<file path="src/rtl/icap_pkg.sv">
package icap_pkg;

  typedef enum logic [2:0] {
    MODE_OFF    = 3'd0,
    MODE_BOTH   = 3'd1,
    MODE_FALL   = 3'd2,
    MODE_RISE   = 3'd3,
    MODE_RISE4  = 3'd4,
    MODE_RISE16 = 3'd5,
    MODE_RSV6   = 3'd6,
    MODE_RSV7   = 3'd7
  } capMode_e;

  // strobes from control to datapath
  typedef struct packed {
    logic capture;
    logic flush;
  } capStb_t;

endpackage

</file>
<file path="src/rtl/icap_ctrl.sv">
module icap_ctrl
  import icap_pkg::*;
#(
  parameter int SYNC_STAGES = 2,
  parameter int DIV_LO      = 4,
  parameter int DIV_HI      = 16,
  parameter int IRQ_W       = 2
) (
  input  logic             clk,
  input  logic             rstN,
  input  logic             pinIn,
  input  logic [2:0]       modeSel,
  input  logic [IRQ_W-1:0] irqInterval,
  output capStb_t          stb,
  output logic             irqPulse
);

  localparam int PW = $clog2(DIV_HI);

  logic [SYNC_STAGES-1:0] syncQ;
  logic                   pinS, pinPrev;
  logic [2:0]             modePrev;
  logic [PW-1:0]          preCnt, preLimit;
  logic [IRQ_W-1:0]       irqCnt;
  logic                   rise, fall, edgeHit, modeOff, modeChg, preDone, capture;

  // synchronizer chain followed by a previous-value register
  always_ff @(posedge clk or negedge rstN) begin
    if (!rstN) begin
      syncQ   <= '0;
      pinPrev <= 1'b0;
    end else begin
      syncQ   <= {syncQ[SYNC_STAGES-2:0], pinIn};
      pinPrev <= pinS;
    end
  end

  assign pinS = syncQ[SYNC_STAGES-1];
  assign rise = pinS & ~pinPrev;
  assign fall = ~pinS & pinPrev;

  always_comb begin
    modeOff  = 1'b0;
    edgeHit  = 1'b0;
    preLimit = '0;
    case (capMode_e'(modeSel))
      MODE_BOTH:   edgeHit = rise | fall;
      MODE_FALL:   edgeHit = fall;
      MODE_RISE:   edgeHit = rise;
      MODE_RISE4: begin
        edgeHit  = rise;
        preLimit = PW'(DIV_LO - 1);
      end
      MODE_RISE16: begin
        edgeHit  = rise;
        preLimit = PW'(DIV_HI - 1);
      end
      default:     modeOff = 1'b1;
    endcase
  end

  assign modeChg = (modeSel != modePrev);
  assign preDone = (preCnt == preLimit);
  assign capture = ~modeOff & ~modeChg & edgeHit & preDone;

  always_ff @(posedge clk or negedge rstN) begin
    if (!rstN) begin
      modePrev <= 3'd0;
      preCnt   <= '0;
    end else begin
      modePrev <= modeSel;
      if (modeOff || modeChg)
        preCnt <= '0;
      else if (edgeHit)
        preCnt <= preDone ? '0 : preCnt + 1'b1;
    end
  end

  // interrupt interval counter
  always_ff @(posedge clk or negedge rstN) begin
    if (!rstN) begin
      irqCnt   <= '0;
      irqPulse <= 1'b0;
    end else if (modeOff) begin
      irqCnt   <= '0;
      irqPulse <= 1'b0;
    end else if (capture) begin
      if (irqCnt >= irqInterval) begin
        irqCnt   <= '0;
        irqPulse <= 1'b1;
      end else begin
        irqCnt   <= irqCnt + 1'b1;
        irqPulse <= 1'b0;
      end
    end else begin
      irqPulse <= 1'b0;
    end
  end

  assign stb.capture = capture;
  assign stb.flush   = modeOff;

endmodule

</file>
<file path="src/rtl/icap_dpath.sv">
module icap_dpath
  import icap_pkg::*;
#(
  parameter int DATA_W = 16,
  parameter int DEPTH  = 4
) (
  input  logic                         clk,
  input  logic                         rstN,
  input  capStb_t                      stb,
  input  logic [DATA_W-1:0]            timerA,
  input  logic [DATA_W-1:0]            timerB,
  input  logic                         timerSel,
  input  logic                         rdStb,
  output logic [DATA_W-1:0]            rdData,
  output logic                         bufNotEmpty,
  output logic                         overflow,
  output logic [$clog2(DEPTH+1)-1:0]   level
);

  localparam int AW = $clog2(DEPTH);
  localparam int CW = $clog2(DEPTH + 1);

  logic [DATA_W-1:0] mem [DEPTH];
  logic [AW-1:0]     wrPtr, rdPtr;
  logic [CW-1:0]     count;
  logic [DATA_W-1:0] stamp;
  logic              isFull, doPush, doPop;

  assign stamp   = timerSel ? timerB : timerA;
  assign isFull  = (count == CW'(DEPTH));
  assign doPop   = rdStb && (count != '0);
  assign doPush  = stb.capture && (!isFull || doPop);

  function automatic logic [AW-1:0] nextPtr(input logic [AW-1:0] p);
    return (p == AW'(DEPTH - 1)) ? '0 : p + 1'b1;
  endfunction

  always_ff @(posedge clk) begin
    if (doPush && !stb.flush)
      mem[wrPtr] <= stamp;
  end

  always_ff @(posedge clk or negedge rstN) begin
    if (!rstN) begin
      wrPtr    <= '0;
      rdPtr    <= '0;
      count    <= '0;
      overflow <= 1'b0;
    end else if (stb.flush) begin
      wrPtr    <= '0;
      rdPtr    <= '0;
      count    <= '0;
      overflow <= 1'b0;
    end else begin
      if (doPush) wrPtr <= nextPtr(wrPtr);
      if (doPop)  rdPtr <= nextPtr(rdPtr);
      case ({doPush, doPop})
        2'b10:   count <= count + 1'b1;
        2'b01:   count <= count - 1'b1;
        default: count <= count;
      endcase
      if (stb.capture && isFull && !doPop)
        overflow <= 1'b1;
      else if (doPop && !doPush && count == CW'(1))
        overflow <= 1'b0;
    end
  end

  assign rdData      = mem[rdPtr];
  assign bufNotEmpty = (count != '0);
  assign level       = count;

endmodule

</file>
<file path="src/rtl/icap_channel.sv">
module icap_channel
  import icap_pkg::*;
#(
  parameter int TIMER_W    = 16,
  parameter int FIFO_DEPTH = 4,
  parameter int IRQ_W      = 2
) (
  input  logic               clk,
  input  logic               rstN,
  input  logic               pinIn,
  input  logic [TIMER_W-1:0] timerA,
  input  logic [TIMER_W-1:0] timerB,
  input  logic [2:0]         modeSel,
  input  logic               timerSel,
  input  logic [IRQ_W-1:0]   irqInterval,
  input  logic               rdStb,
  output logic [TIMER_W-1:0] rdData,
  output logic               bufNotEmpty,
  output logic               overflow,
  output logic               irqPulse
);

  localparam int LW = $clog2(FIFO_DEPTH + 1);

  capStb_t       ctrlStb;
  logic [LW-1:0] fifoLevel;

  icap_ctrl #(
    .SYNC_STAGES(2), .DIV_LO(4), .DIV_HI(16), .IRQ_W(IRQ_W)
  ) uCtrl (
    .clk(clk), .rstN(rstN), .pinIn(pinIn), .modeSel(modeSel),
    .irqInterval(irqInterval), .stb(ctrlStb), .irqPulse(irqPulse)
  );

  icap_dpath #(
    .DATA_W(TIMER_W), .DEPTH(FIFO_DEPTH)
  ) uDpath (
    .clk(clk), .rstN(rstN), .stb(ctrlStb), .timerA(timerA),
    .timerB(timerB), .timerSel(timerSel), .rdStb(rdStb),
    .rdData(rdData), .bufNotEmpty(bufNotEmpty), .overflow(overflow),
    .level(fifoLevel)
  );

endmodule

</file>
<file path="config.mk">
export PLATFORM = sky130hd
export DESIGN_NAME = icap_channel
export DESIGN_NICKNAME = d
export VERILOG_FILES = /design/src/rtl/icap_pkg.sv /design/src/rtl/icap_ctrl.sv /design/src/rtl/icap_dpath.sv /design/src/rtl/icap_channel.sv
export SDC_FILE = /design/constraint.sdc
export NUM_CORES = 1
export LEC_CHECK = 0
export ABC_AREA = 0
export BUFFER_PORTS_ARGS = -buffer_cell sky130_fd_sc_hd__buf_2
export CAP_MARGIN = 20
export CELL_PAD_IN_SITES_DETAIL_PLACEMENT = 1
export CELL_PAD_IN_SITES_GLOBAL_PLACEMENT = 1
export CORE_MARGIN = 2
export CORE_UTILIZATION = 40
export CTS_CLUSTER_DIAMETER = 150
export DETAILED_ROUTE_END_ITERATION = 10
export GPL_TIMING_DRIVEN = 0
export PLACE_DENSITY = 0.79
export SETUP_SLACK_MARGIN = 0.3
export SYNTH_ARGS = -nofsm -noshare
export SYNTH_HDL_FRONTEND = slang
export SYNTH_SLANG_ARGS = --single-unit
export TNS_END_PERCENT = 30
</file>
<file path="constraint.sdc">
create_clock -name clk -period 4.8 [get_ports clk]
set_clock_uncertainty 0.05 [all_clocks]
set_input_delay 0 -clock clk [delete_from_list [all_inputs] [get_ports clk]]
set_output_delay 0 -clock clk [all_outputs]
set_load 0.005 [all_outputs]
</file>
---- Word-level counts from Yosys, hierarchy flattened ----
Memories as Yosys holds them, arrays and structs flattened.
Index checks and enable logic that the tools add are counted.
word-level totals
  memories ................................ 1
  ROM bits ................................ 0
  bits in registers ....................... 21
  latch bits .............................. 0
  bits in writable memories ............... 64
  logic and storage cells ................. 87
cells by class
  reduce and logical (&&, ||, !) cells .... 16
  muxes and demuxes ....................... 26
  add/sub/neg operators ................... 6
  order comparisons ....................... 1
  divide/modulo/power cells ............... 0
  shift-type cells ........................ 0
  bitwise operators ....................... 9
  $mul .................................... 0
  eq/ne operators ......................... 18
memory list
  memory      depth  bits a word  read ports  clocked after Yosys merged registers in  wr ports  RTL line          source
  uDpath.mem  4      16           1           0                                        1         icap_dpath.sv:23  logic [DATA_W-1:0] mem [DEPTH];
operator list
  operator               count
  $mux W2                9
  $mux W16               1
  $mux W4                3
  $eq A3 B3 Y1 const B   3
  $mux W1                9
  $pmux W4 S2            1
  $logic_and A1 B1 Y1    7
  $add A2 B1 Y2 const B  3
  $eq A2 B2 Y1 const B   3
  $eq A3 B1 Y1 const B   2
  $eq A3 B2 Y1 const B   2
  $ne A2 B1 Y1 const B   3
  $ne A3 B1 Y1 const B   2
  $pmux W3 S2            1
  $and A1 B1 Y1          5
  $reduce_or A5 Y1       1
  $add A4 B1 Y4 const B  1
  $eq A4 B4 Y1           1
  $add A3 B1 Y3 const B  1
  $logic_not A1 Y1       3
  $mux W3                1
  $ne A3 B3 Y1           1
  $not A1 Y1             3
  $pmux W1 S3            1
  8 further kinds        9

---- Longest topological paths before layout ----
  depth in word-level cells ............... 13
  mapped depth ............................ 9

---- Hierarchy ----
A second synthesis with hierarchy kept.
unflattened totals
  cell total of the unflattened synthesis .. 246
  area, all modules ....................... 3953.8 um2
modules (own cells, without submodules)
  module      times used  area each (um2)  sequential area each (um2)  cells an instance
  icap_dpath  1           3170.5           2122.0                      171
  icap_ctrl   1           783.3            325.3                       75

---- Worst setup path before layout ----
No wires, ideal clock.
  kind .................................... register to register
  start point ............................. reg uCtrl.pinPrev
  end point ............................... mem uDpath.mem[0][0] (enable)
  clock period less this slack ............ 2377 ps
  stages on the path, launching flop included .. 9
  path buffers ............................ 1
  setup slack ............................. 2423 ps
  setup time .............................. 374 ps
  arrival ................................. 1953 ps
  cell sequence ........................... dfrtp_1 -> inv_1 -> ha_1 -> nor4b_1 -> nor2_1 -> a22oi_4 -> and3_1 -> buf_2 -> and2_1
between the ends
  cells in the longest elaborated chain, start to end .. 10
RTL lines
  element                          RTL line          source
  from (decl)                      icap_ctrl.sv:21   logic pinS, pinPrev;
  from (signal assigned)           icap_ctrl.sv:34   pinPrev <= pinS;
  $not A1 Y1                       icap_ctrl.sv:39   assign rise = pinS & ~pinPrev;
  $and A1 B1 Y1                    icap_ctrl.sv:39
  $or A1 B1 Y1                     icap_ctrl.sv:47   MODE_BOTH: edgeHit = rise | fall;
  $pmux W1 S3 *                    icap_ctrl.sv:46   case (capMode_e'(modeSel))
  $and A1 B1 Y1 * (2 in series)    icap_ctrl.sv:64   assign capture = ~modeOff & ~modeChg & edgeHit & preDone;
  $logic_and A1 B1 Y1 *            icap_dpath.sv:32  assign doPush = stb.capture && (!isFull || doPop);
  $logic_and A1 B1 Y1 *            icap_dpath.sv:39  if (doPush && !stb.flush)
  $mux W1 *                        icap_dpath.sv:39
  $mux W1 (not written as such) *  icap_dpath.sv:40  mem[wrPtr] <= stamp;
  to (decl)                        icap_dpath.sv:23
Mark *: on every way between the ends. The rest lies on a longest branch, timed or not.

---- Final worst setup path ----
  start point ............................. in modeSel[2]
  end point ............................... mem uDpath.mem[0][6] (enable)
between the ends
  cells in the longest elaborated chain, start to end .. 9
RTL lines
  element                                                    RTL line                          source
  from (decl)                                                icap_channel.sv:13                input logic [2:0] modeSel,
  $eq A3 B2 Y1 (tied with other cells)                       icap_ctrl.sv:46
  $reduce_or A3 Y1 (no source line) (tied with other cells)  n/a
  $pmux W1 S3 or $and A1 B1 Y1 (tied branches)               icap_ctrl.sv:46, icap_ctrl.sv:64
  $and A1 B1 Y1 (2 in series)                                icap_ctrl.sv:64
  $logic_and A1 B1 Y1                                        icap_dpath.sv:32
  $logic_and A1 B1 Y1 *                                      icap_dpath.sv:39
  $mux W1 *                                                  icap_dpath.sv:39
  $mux W1 (not written as such) *                            icap_dpath.sv:40
Marks and branches as above.

==> impl_metrics.toml <==
[detailed_routing]
wl_um = 7890
viasPerCell = 4.98
drcViolationCount = 0
vias = 2386
dr.first_iter.drc_count = 49
first_pass_iters = 4
routedWlPerCell_um = 16.5
drtAntennaViolNets = 0

[critical_path]
endpoint = "uDpath.mem[0][6]"
crit_required_ns = 4.73
crit_type = "primary input to register"
startpoint = "modeSel[2]"
worstRegToRegCells = 8
crit_arrival_ns = 2.80
start_kind = "primary input"
critPathCaptureType = "register"
path_max_fanout = 16
r2r_end = "uDpath.mem[0][6]"
r2r_start = "uCtrl.pinPrev"
r2r_slack_ns = 1.99

[clocking]
cts_buffer_depth = 2
cts_resized = 0
clk_pin_slew_ns = 0.08
cts.sinks = 85
post_cts_buffers = 0
cts_root_buffer = "clkbuf_8"
cts_buffers = 9
cts_tree = "done"
cts_max_level = 3
clkLatencyLatePin_ns = 0.35

[die]
chipHeight_um = 102
start_util_pct = 41.3
core_um2 = 9280
die_area_um2 = 10400
die_w_um = 102
rows = 35
io-pin-count = 61

[final_layout]
nets = 401
antenna_cells = 0
num-fill-cells = 943
stdcell_count = 479
drive_gt1_share_pct = 32.6
most-common-layout-cells = "edfxtp_1 (64), buf_2 (61), dlygate4sd3_1 (38)"
syn_to_final_growth_pct = 26.6
final_common_cell = "edfxtp_1"

[power]
power_mw = 1.75
max-vdd-ir-drop_mv = 0.177
p_leak_nw = 1.86
powerDensity_nw_per_um2 = 361

[flow_run]
cap_violations = 0

[timing]
fin_crit_sh_pct = 59.8
tightestPinTransition_ns = 0.899
rsz0062_at_grt = "false"
setup_viol_count_final = 0
clock.fmax_mhz = 348
hold_viol_final = 0
min_period_ns = 2.87
hold_ws_ns = 0.0470
fin_tns_setup_ns = 0
slew_violations = 0
slew_headroom_pct = 40.1

[yosys]
syn_area_um2 = 3830
synth.avg_cell_area_um2 = 16.2
yosysSeqAreaShare_pct = 63.9
ys_top_cells_by_area = "edfxtp_1 (50%), dfrtp_1 (14%), mux4_2 (9.4%)"
synth_edf_count = 64
syn_nets = 293
post-synth-top-area-fraction_pct = 50.2
ys_types = 44
postSynthCellCount = 237
synth_seq_cells = 85
yosysTopAreaCell = "edfxtp_1"
synthFlopType = "edfxtp_1"
synth-async-reset-ratio_pct = 24.7
yosys_warnings = 0

[run_status]
status = "completed"

[placed_design]
io_buffer_count = 59
dp_cells = 425
gp_congestion = 0.797
dpl.hpwl_um = 5260

[global_routing]
grt_use_total_pct = 16.5
grt_pass1_wl_um = 12900
grt_max_degree = 22
grt_overflow = 0
antenna_found_initial = 0
grt_pass1_vias = 2690

[hold_path]
min_path_type = "primary input to register"
[power breakdown]
part / switching (mW) / internal, mW / total (mW)
clock: 0.276 / 0.198 / 0.475
sequential: 0.0191 / 0.817 / 0.836
combinational: 0.207 / 0.233 / 0.440
total: 0.502 / 1.25 / 1.75
[area by class of cell]
type,instances,area (µm²),area share (%)
clock inverters,6,55.1,1.13
plain buffers,9,47.5,0.980
well taps,129,161,3.33
clock buffers,10,128,2.63
flip-flops and latches,85,2450,50.5
multi-input cells,134,1300,26.9
inverters,9,33.8,0.696
repair buffers,97,676,13.9
[kinds of logic (layout without fill, tap and decap cells)]
kind of cell	after synthesis	after routing	share of synthesized area, %
AND/OR/NAND/NOR	54	54	8.20
XOR/XNOR	2	2	0.457
buffers and inverters	18	131	2.12
multiplexers	36	36	15.2
flip-flops	85	85	63.9
adder cells (fa/ha/maj)	14	14	4.57
AO/OA/AOI/OAI	28	28	5.58
[worst max-delay path, stage by stage]
cell and delay, ns:
dlygate4sd3_1 0.53, buf_2 0.13, buf_6 0.13, nor2b_4 0.15, a211o_1 0.35, a221oi_4 0.38, and3_1 0.21, buf_2 0.17
and2_1 0.74
[state kept, by name (all words and copies together), names as in the netlist]
name	count
uCtrl.modePrev	3
uDpath.wrPtr	2
uCtrl.preCnt	4
uDpath.level	3
uCtrl.irqPulse	1
uDpath.rdPtr	2
uDpath.overflow	1
uCtrl.pinPrev	1
uCtrl.irqCnt	2
uDpath.mem	64
uCtrl.syncQ	2
[worst min path at each step]
stage	startpoint	end	slack (ns)	depth (start not counted)
final	irqInterval[1]	uCtrl.irqPulse	0.05	5
after global routing	irqInterval[1]	uCtrl.irqPulse	0.06	5
after CTS	irqInterval[1]	uCtrl.irqPulse	0.03	5
after detailed placement	rstN	uDpath.level[0]	-0.05	1
after global placement	rstN	uDpath.level[0]	-0.06	1
after floorplan	rstN	uCtrl.irqCnt[0]	-0.35	0
[cell usage after synthesis (2+ instances only)]
cell type  count
buf_2          2
and2_1         5
xnor2_1        2
nand3_1        5
o21ai_0        2
inv_1          9
o31ai_1        3
mux2_2        16
nor2_1         8
clkbuf_1       5
o22ai_1        2
nor4bb_1       3
a21oi_1        7
o21ai_1        3
nor3_1         4
a21o_1         3
mux2i_1        3
dfrtp_1       21
ha_1          14
and3_1         2
edfxtp_1      64
nand2_1       12
nor3b_1        3
nand2b_1       2
mux4_2        16
nor4b_1        2
nand3b_1       2
[timing repair]
action                                 4_1_cts  5_1_grt
endpoints found under the hold margin       90        0
hold buffers                                38        0
setup endpoints to repair                    0        0
[routing by layer]
metal  vias to the layer above  wire, µm  track usage [%]  share of wire [%]
met4                         0        82             5.54                1.0
li1                       1133         -                -                  -
met1                      1193      3350             19.6                 42
met2                        53      4200             30.1                 53
met5                         -         0                0                  0
met3                         7       261             3.21                3.3
[through the flow]
stage / util [%] / setup WS (ns) / area, µm²
after floorplan: - / 2.42 / 3830
after global placement: 46.2 / 1.99 / 4290
after detailed placement: 46.2 / 1.97 / 4290
after CTS: 52.3 / 1.94 / 4850
after global routing: 52.3 / 1.69 / 4850
final: 52.3 / 1.93 / 4850
(Power assumes the default switching activity.)
